<file path="config.mk">
export PLATFORM = sky130hd
export DESIGN_NAME = can_id_filter
export DESIGN_NICKNAME = d
export VERILOG_FILES = /design/src/rtl/can_filt_pkg.sv /design/src/rtl/can_filt_regs.sv /design/src/rtl/can_filt_match.sv /design/src/rtl/can_filt_prio.sv /design/src/rtl/can_id_filter.sv
export SDC_FILE = /design/constraint.sdc
export NUM_CORES = 1
export LEC_CHECK = 0
export CAP_MARGIN = 20
export CORE_MARGIN = 2
export CORE_UTILIZATION = 45
export CTS_BUF_LIST = sky130_fd_sc_hd__clkbuf_4 sky130_fd_sc_hd__clkbuf_8 sky130_fd_sc_hd__clkbuf_16
export DETAILED_ROUTE_END_ITERATION = 7
export DONT_BUFFER_PORTS = 1
export GPL_ROUTABILITY_DRIVEN = 0
export GPL_TIMING_DRIVEN = 0
export MAX_ROUTING_LAYER = met4
export SLEW_MARGIN = 10
export SYNTH_ARGS = -nofsm -noshare
export SYNTH_HDL_FRONTEND = slang
export SYNTH_SLANG_ARGS = --single-unit
</file>
<file path="constraint.sdc">
create_clock -name clk -period 4.4 [get_ports clk]
set_clock_uncertainty 0.15 [all_clocks]
set_input_delay 0.22 -clock clk [delete_from_list [all_inputs] [get_ports clk]]
set_output_delay 0.22 -clock clk [all_outputs]
set_load 0.01 [all_outputs]
</file>
<file path="src/rtl/can_filt_pkg.sv">
package can_filt_pkg;

    // Filter arrangement selected by the mode input
    typedef enum logic {
        FILT_WIDE   = 1'b0,
        FILT_NARROW = 1'b1
    } filt_mode_e;

endpackage

</file>
<file path="src/rtl/can_filt_regs.sv">
module can_filt_regs #(
    parameter int NUM_BYTES = 8,
    parameter int BYTE_W    = 8,
    parameter int ADDR_W    = 5
) (
    input  logic                             clk,
    input  logic                             rst_n,
    input  logic                             wr_open,
    input  logic                             wr,
    input  logic [ADDR_W-1:0]                addr,
    input  logic [BYTE_W-1:0]                wdata,
    output logic [BYTE_W-1:0]                rdata,
    output logic [NUM_BYTES-1:0][BYTE_W-1:0] code,
    output logic [NUM_BYTES-1:0][BYTE_W-1:0] mask
);

    localparam int SEL_W = $clog2(NUM_BYTES);
    localparam logic [ADDR_W-1:0] CODE_END = ADDR_W'(NUM_BYTES);
    localparam logic [ADDR_W-1:0] MASK_END = ADDR_W'(2 * NUM_BYTES);

    typedef struct packed {
        logic [NUM_BYTES-1:0][BYTE_W-1:0] code;
        logic [NUM_BYTES-1:0][BYTE_W-1:0] mask;
    } regs_t;

    regs_t regs_d, regs_q;
    logic [SEL_W-1:0] sel;

    assign sel = addr[SEL_W-1:0];

    always_comb begin
        regs_d = regs_q;
        if (wr && wr_open) begin
            if (addr < CODE_END) begin
                regs_d.code[sel] = wdata;
            end else if (addr < MASK_END) begin
                regs_d.mask[sel] = wdata;
            end
        end
    end

    always_comb begin
        if (addr < CODE_END) begin
            rdata = regs_q.code[sel];
        end else if (addr < MASK_END) begin
            rdata = regs_q.mask[sel];
        end else begin
            rdata = '0;
        end
    end

    always_ff @(posedge clk or negedge rst_n) begin
        if (!rst_n) begin
            regs_q <= '0;
        end else begin
            regs_q <= regs_d;
        end
    end

    assign code = regs_q.code;
    assign mask = regs_q.mask;

endmodule

</file>
<file path="src/rtl/can_filt_match.sv">
module can_filt_match
    import can_filt_pkg::*;
#(
    parameter int NUM_BYTES    = 8,
    parameter int BYTE_W       = 8,
    parameter int ID_BYTES     = 4,
    parameter int NARROW_BYTES = 2
) (
    input  logic [NUM_BYTES-1:0][BYTE_W-1:0] code,
    input  logic [NUM_BYTES-1:0][BYTE_W-1:0] mask,
    input  logic [ID_BYTES-1:0][BYTE_W-1:0]  id,
    input  filt_mode_e                       mode,
    output logic [NUM_BYTES/NARROW_BYTES-1:0] hits
);

    localparam int NUM_WIDE   = NUM_BYTES / ID_BYTES;
    localparam int NUM_NARROW = NUM_BYTES / NARROW_BYTES;

    logic [NUM_BYTES-1:0] wide_ok;
    logic [NUM_BYTES-1:0] narrow_ok;

    // Per-byte agreement on all unmasked bits, against the identifier byte
    // each arrangement pairs with this storage byte.
    for (genvar k = 0; k < NUM_BYTES; k++) begin : g_byte
        assign wide_ok[k]   = ~|((code[k] ^ id[k % ID_BYTES]) & ~mask[k]);
        assign narrow_ok[k] = ~|((code[k] ^ id[k % NARROW_BYTES]) & ~mask[k]);
    end

    for (genvar f = 0; f < NUM_NARROW; f++) begin : g_filt
        logic n_hit;
        logic w_hit;
        assign n_hit = &narrow_ok[f*NARROW_BYTES +: NARROW_BYTES];
        if (f < NUM_WIDE) begin : g_wide
            assign w_hit = &wide_ok[f*ID_BYTES +: ID_BYTES];
        end else begin : g_none
            assign w_hit = 1'b0;
        end
        assign hits[f] = (mode == FILT_NARROW) ? n_hit : w_hit;
    end

endmodule

</file>
<file path="src/rtl/can_filt_prio.sv">
module can_filt_prio #(
    parameter int N     = 4,
    parameter int IDX_W = $clog2(N)
) (
    input  logic [N-1:0]     hits,
    output logic             any,
    output logic [IDX_W-1:0] idx
);

    always_comb begin
        any = |hits;
        idx = '0;
        for (int i = N - 1; i >= 0; i--) begin
            if (hits[i]) begin
                idx = IDX_W'(i);
            end
        end
    end

endmodule

</file>
<file path="src/rtl/can_id_filter.sv">
module can_id_filter
    import can_filt_pkg::*;
#(
    parameter int BYTE_W     = 8,
    parameter int NUM_BANKS  = 2,
    parameter int BANK_BYTES = 4,
    parameter int ADDR_W     = 5,
    parameter int IDX_W      = $clog2(NUM_BANKS * 2)
) (
    input  logic                         clk,
    input  logic                         rst_n,
    input  logic                         init_req,
    input  logic                         init_ack,
    input  logic                         reg_wr,
    input  logic [ADDR_W-1:0]            reg_addr,
    input  logic [BYTE_W-1:0]            reg_wdata,
    output logic [BYTE_W-1:0]            reg_rdata,
    input  logic                         narrow_mode,
    input  logic                         id_valid,
    input  logic [BANK_BYTES*BYTE_W-1:0] id_data,
    output logic                         accept,
    output logic [IDX_W-1:0]             hit_idx
);

    localparam int NUM_BYTES    = NUM_BANKS * BANK_BYTES;
    localparam int ID_BYTES     = BANK_BYTES;
    localparam int NARROW_BYTES = BANK_BYTES / 2;
    localparam int NUM_NARROW   = NUM_BYTES / NARROW_BYTES;

    typedef struct packed {
        logic             accept;
        logic [IDX_W-1:0] idx;
    } out_t;

    logic [NUM_BYTES-1:0][BYTE_W-1:0] code_w;
    logic [NUM_BYTES-1:0][BYTE_W-1:0] mask_w;
    logic [ID_BYTES-1:0][BYTE_W-1:0]  id_arr;
    logic [NUM_NARROW-1:0]            hits;
    logic                             any_hit;
    logic [IDX_W-1:0]                 first_idx;
    filt_mode_e                       mode;
    out_t                             out_d, out_q;

    assign mode = narrow_mode ? FILT_NARROW : FILT_WIDE;

    // Byte 0 of the identifier travels in the top bits of the bus
    for (genvar k = 0; k < ID_BYTES; k++) begin : g_id
        assign id_arr[k] = id_data[(ID_BYTES-1-k)*BYTE_W +: BYTE_W];
    end

    can_filt_regs #(
        .NUM_BYTES (NUM_BYTES),
        .BYTE_W    (BYTE_W),
        .ADDR_W    (ADDR_W)
    ) i_regs (
        .clk     (clk),
        .rst_n   (rst_n),
        .wr_open (init_req && init_ack),
        .wr      (reg_wr),
        .addr    (reg_addr),
        .wdata   (reg_wdata),
        .rdata   (reg_rdata),
        .code    (code_w),
        .mask    (mask_w)
    );

    can_filt_match #(
        .NUM_BYTES    (NUM_BYTES),
        .BYTE_W       (BYTE_W),
        .ID_BYTES     (ID_BYTES),
        .NARROW_BYTES (NARROW_BYTES)
    ) i_match (
        .code (code_w),
        .mask (mask_w),
        .id   (id_arr),
        .mode (mode),
        .hits (hits)
    );

    can_filt_prio #(
        .N     (NUM_NARROW),
        .IDX_W (IDX_W)
    ) i_prio (
        .hits (hits),
        .any  (any_hit),
        .idx  (first_idx)
    );

    always_comb begin
        out_d.accept = id_valid && any_hit;
        out_d.idx    = out_d.accept ? first_idx : '0;
    end

    always_ff @(posedge clk or negedge rst_n) begin
        if (!rst_n) begin
            out_q <= '0;
        end else begin
            out_q <= out_d;
        end
    end

    assign accept  = out_q.accept;
    assign hit_idx = out_q.idx;

endmodule

</file>
# Word level (Yosys, flattened, before mapping)
# Cells that the tools add are included.
# W data, S select, Z words.
word_totals:
  regBits: 131
  output_inout_bits: 11
  in_bits: 52
op_classes:
  n_reduce_logical: 37
  magnitude_cmp: 4
  bitwise_logic: 33
  mux: 20
ops:
  columns: ["operator", "count"]
  rows:
  - ["$bwmux W64", 2]
  - ["$and A8 B8 Y8", 12]
  - ["$reduce_or A8 Y1", 12]
  - ["$xor A8 B8 Y8", 12]
  - ["$not A8 Y8", 8]
  - ["$bmux W8 S3", 2]
  - ["$mux W8", 5]
  - ["$demux W8 S3", 1]
  - ["$logic_not A1 Y1", 12]
  - ["$mux W2", 5]
  - ["$reduce_and A2 Y1", 5]
  - ["$reduce_and A4 Y1", 2]
  - ["$lt A5 B4 Y1 const B", 1]
  - ["$lt A5 B5 Y1 const B", 1]
  - ["$mux W1", 5]
  - ["$logic_and A1 B1 Y1", 4]
  - ["$lt A3 B4 Y1 const B", 1]
  - ["$reduce_or A4 Y1", 1]
  - ["$ge A3 B1 Y1 const B", 1]
  - ["$reduce_and A3 Y1", 1]
  - ["$not A1 Y1", 1]

# Longest topological paths before layout
logic_depth:
  ltp_word: 11
  mapped_depth: 8
  ltp_nobuf: 6

# Cells and area by module
# A second synthesis with hierarchy kept.
hier_totals:
  hier_cells: 621
  hier_area_um2: 7588.5
modules_own_cells:
  columns: ["mod", "seq_area_each_um2", "cells_per_inst", "area_per_inst_um2", "n_inst"]
  rows:
  - ["can_filt_regs", 3203.1, 423, 5990.7, 1]
  - ["can_filt_match", 0.0, 184, 1461.4, 1]
  - ["can_id_filter", 75.1, 7, 101.3, 1]
  - ["can_filt_prio", 0.0, 7, 35.0, 1]

# Least setup slack after synthesis
# No wires, ideal clock.
synth_timing:
  path_kind: "in2out"
  startpoint: "input reg_addr[2]"
  endpoint: "output reg_rdata[1]"
  arrival_time_ns: 1.513
  path_slack_ns: 2.517
  required_ns: 4.030
  cell_stages: 6
  path_cell_list: "buf_4 buf_4 buf_6 nand2_1 mux4_2 a211oi_1"
synth_between:
  elab_chain_cells: 4
synth_rtl:
  columns: ["item", "line", "rtl"]
  rows:
  - ["start, declared", "can_id_filter.sv:15", "input logic [ADDR_W-1:0] reg_addr,"]
  - ["$bmux W8 S3", "can_filt_regs.sv:46", "rdata = regs_q.mask[sel];"]
  - ["$mux W8 (not written as such)", "can_filt_regs.sv:46", null]
  - ["$mux W8", "can_filt_regs.sv:45", "end else if (addr < MASK_END) begin"]
  - ["$mux W8 (*)", "can_filt_regs.sv:43", "if (addr < CODE_END) begin"]
  - ["end, declared", "can_id_filter.sv:17", "output logic [BYTE_W-1:0] reg_rdata,"]
# Mark *: on every way between the ends. The rest lies on a longest branch, timed or not. The select of a mux whose other input is x is not followed.

==> out/qor.txt <==
Status: finished, final reports clean
CTS tree: built
Fin area: 8640 um^2
Post-cts sizing count: 0
Synth async-reset ratio: 100%
Die Width: 134 um
CTS H-Tree Depth: 4
CP Cell Sequence: xnor2_1 > o22ai_1 > nor4_1 > o2111ai_1 > o22ai_1 > o31a_1 > dlygate4sd3_1
Drt wl/cell: 28.2 um
Global-route wire length before repair: 36600 um
Initial antenna violation count: 0
CP max stage delay: 0.55 ns
Share of post-route cells with drive strength above 1: 33.5%
Post-Synthesis Cell Area: 7570 um^2
Antenna cells: 0
Via count: 5560
Clk_lat worst skew: 0.44 ns
Boundary Pins: 63
Filler cells: 1400
Crit path capture type: register
Data required time of the worst path: 4.62 ns
Post-CTS Setup Bufs: 0
EDFF count, synth: 0
Worst-margin pin slew: 0.724 ns
Top cells by area, synth: dfrtp_1, mux2_2, xnor2_1
Core Region: 16500 um^2
Root buffer cell: clkbuf_16
Post-synth top area cell: dfrtp_1
CTS sink count: 131
Final setup fails: 0
Primary FF master, synth: dfrtp_1
Die area: 17900 um^2
Critical path peak fanout: 4
Worst IR Drop VDD: 308 uV
YS warnings: 0
Most frequent cells in the layout: mux2_2, dfrtp_1, xnor2_1, o22ai_1, clkbuf_1
Power per cell area: 408 nW/um^2
Syn_area_per_cell: 12.4 um^2
F_max: 352 MHz
Count of final hold-check violations: 0
Port bufs: 0
Area grow syn2layout: 14.1%
Sequential share of the synthesized area: 43.3%
Initial Utilization: 45.8%
Maxcap violations: 0
Max Buffers Root-to-Sink: 2
Post-Syn Nets: 662
Synth unique cells: 44
Vias in the first global route: 5666
Number of nets in the layout: 694
Final Slew Violations: 0
Lkg Pwr: 3.65 nW
Arrival @ worst endpoint: 3.06 ns
Yosys reg bits: 131
DRT Wirelength: 24700 um
Die height: 134 um
Final Core Density: 52.3%
Clock buffer count from CTS: 17
Sum Neg Setup Slack: 0 ns
CP max stage cell: dlygate4sd3_1
Slew HR: 51.7%
FP Rows: 47
HP Class: primary input to register
GR Overflow Total: 0
Clk pin slew, worst setup/hold paths: 0.06 ns
Placed inst area: 7850 um^2
Crit path top cell by count: o22ai_1
Antenna-violating nets left: 0
Largest net degree at the start of global routing: 132
Vias per cell: 6.36
Cells after Synth: 610
Fin crit share: 64.5%
Post-DP HPWL: 18100 um
Total Routing Usage GR: 29.4%
Commonest non-fill, non-tap cell in the layout: mux2_2
CP Class: register to register
Residual DRC count: 0
Initial DRC count: 611
DRT Pass-1 Iters: 5
Synth top area share: 43.3%
Unrepaired setup endpoints after global routing: no
Cts hold-fix bufs: 13
Worst setup SP type: register
Min Tclk post-route: 2.84 ns
cell families (layout without fill, tap and decap cells):
family	count (synthesis)	count (layout)	synth area share, %
compound gates	88	88	7.80
xor+xnor	96	96	11.1
buf+inv	44	88	2.88
mux	169	169	28.0
simple gates	82	82	6.86
flops	131	131	43.3
Yosys cell counts (all sizes together), types with 7 or more instances:
library cell and instances:
nand2 20, mux4 19, nand3 9, mux2i 13, a211oi 7, o22ai 44
dfrtp 131, nor2 24, nor4 10, buf 16, xnor2 96, mux2 137
clkbuf 26
metal layers:
| metal | share of wire (%) | global-route usage, % | up-vias |
|---|---|---|---|
| li1 | - | - | 2316 |
| met4 | 4.6 | 14.8 | 0 |
| met5 | 0 | - | - |
| met1 | 42 | 39.4 | 2857 |
| met3 | 8.3 | 6.39 | 67 |
| met2 | 45 | 42.0 | 320 |
critical path, delay by kind of cell (launching register included):
kind	cells	cell delay (ns)
AO/OA/AOI/OAI	4	0.97
XOR/XNOR	1	0.25
buffers and inverters	1	0.55
flip-flops	1	0.44
AND/OR/NAND/NOR	1	0.40
final cells by class:
| cell class | instances | area, um^2 | area share [%] |
|---|---|---|---|
| multi-input combinational | 435 | 4070 | 47.2 |
| sequential | 131 | 3280 | 37.9 |
| clock buffer | 18 | 439 | 5.08 |
| tap | 220 | 275 | 3.19 |
| buffer | 42 | 210 | 2.43 |
| clock inverter | 13 | 208 | 2.40 |
| timing repair buffer | 13 | 148 | 1.71 |
| inverter | 2 | 7.51 | 0.0869 |
sequential cells by signal, indices dropped and copies added, names as in the netlist:
name / flops
accept: 1
hit_idx: 2
i_regs.code: 64
i_regs.mask: 64
through the flow:
stage / power (W) / cells / hold slack (ns) / worst slack (ns)
6_report: 0.00353 / 874 / 0.0570 / 1.56
5_1_grt: 0.00362 / 874 / 0.116 / 1.47
3_5_place_dp: 0.00191 / 830 / -0.218 / 2.10
4_1_cts: 0.00352 / 874 / 0.0464 / 1.64
2_1_floorplan: 0.00176 / 610 / -0.226 / 2.52
3_3_place_gp: 0.00190 / 830 / -0.218 / 2.10
worst paths after layout:
kind | cells past startpoint | to | slack, ns | startpoint
hold / removal | 3 | hit_idx[1]$_DFF_PN0_ | 0.06 | narrow_mode
setup reg to reg | 7 | accept$_DFF_PN0_ | 1.56 | i_regs.code[23]$_DFFE_PN0P_
min in group asynchronous | 2 | i_regs.mask[39]$_DFFE_PN0P_ | 0.29 | rst_n
max in group asynchronous | 2 | i_regs.mask[26]$_DFFE_PN0P_ | 3.32 | rst_n
hold reg to reg | 1 | i_regs.mask[42]$_DFFE_PN0P_ | 0.39 | i_regs.mask[42]$_DFFE_PN0P_
setup / recovery | 7 | accept$_DFF_PN0_ | 1.56 | i_regs.code[23]$_DFFE_PN0P_
power by group:
group          internal (W)  leakage, nW  total (W)  switching, W
clock               0.00102        0.304    0.00158      0.000560
combinational      0.000260         1.57   0.000518      0.000258
sequential          0.00130         1.78    0.00143      0.000131
total               0.00258         3.65    0.00353      0.000948
Note: power is estimated with default switching activity, not from simulation.
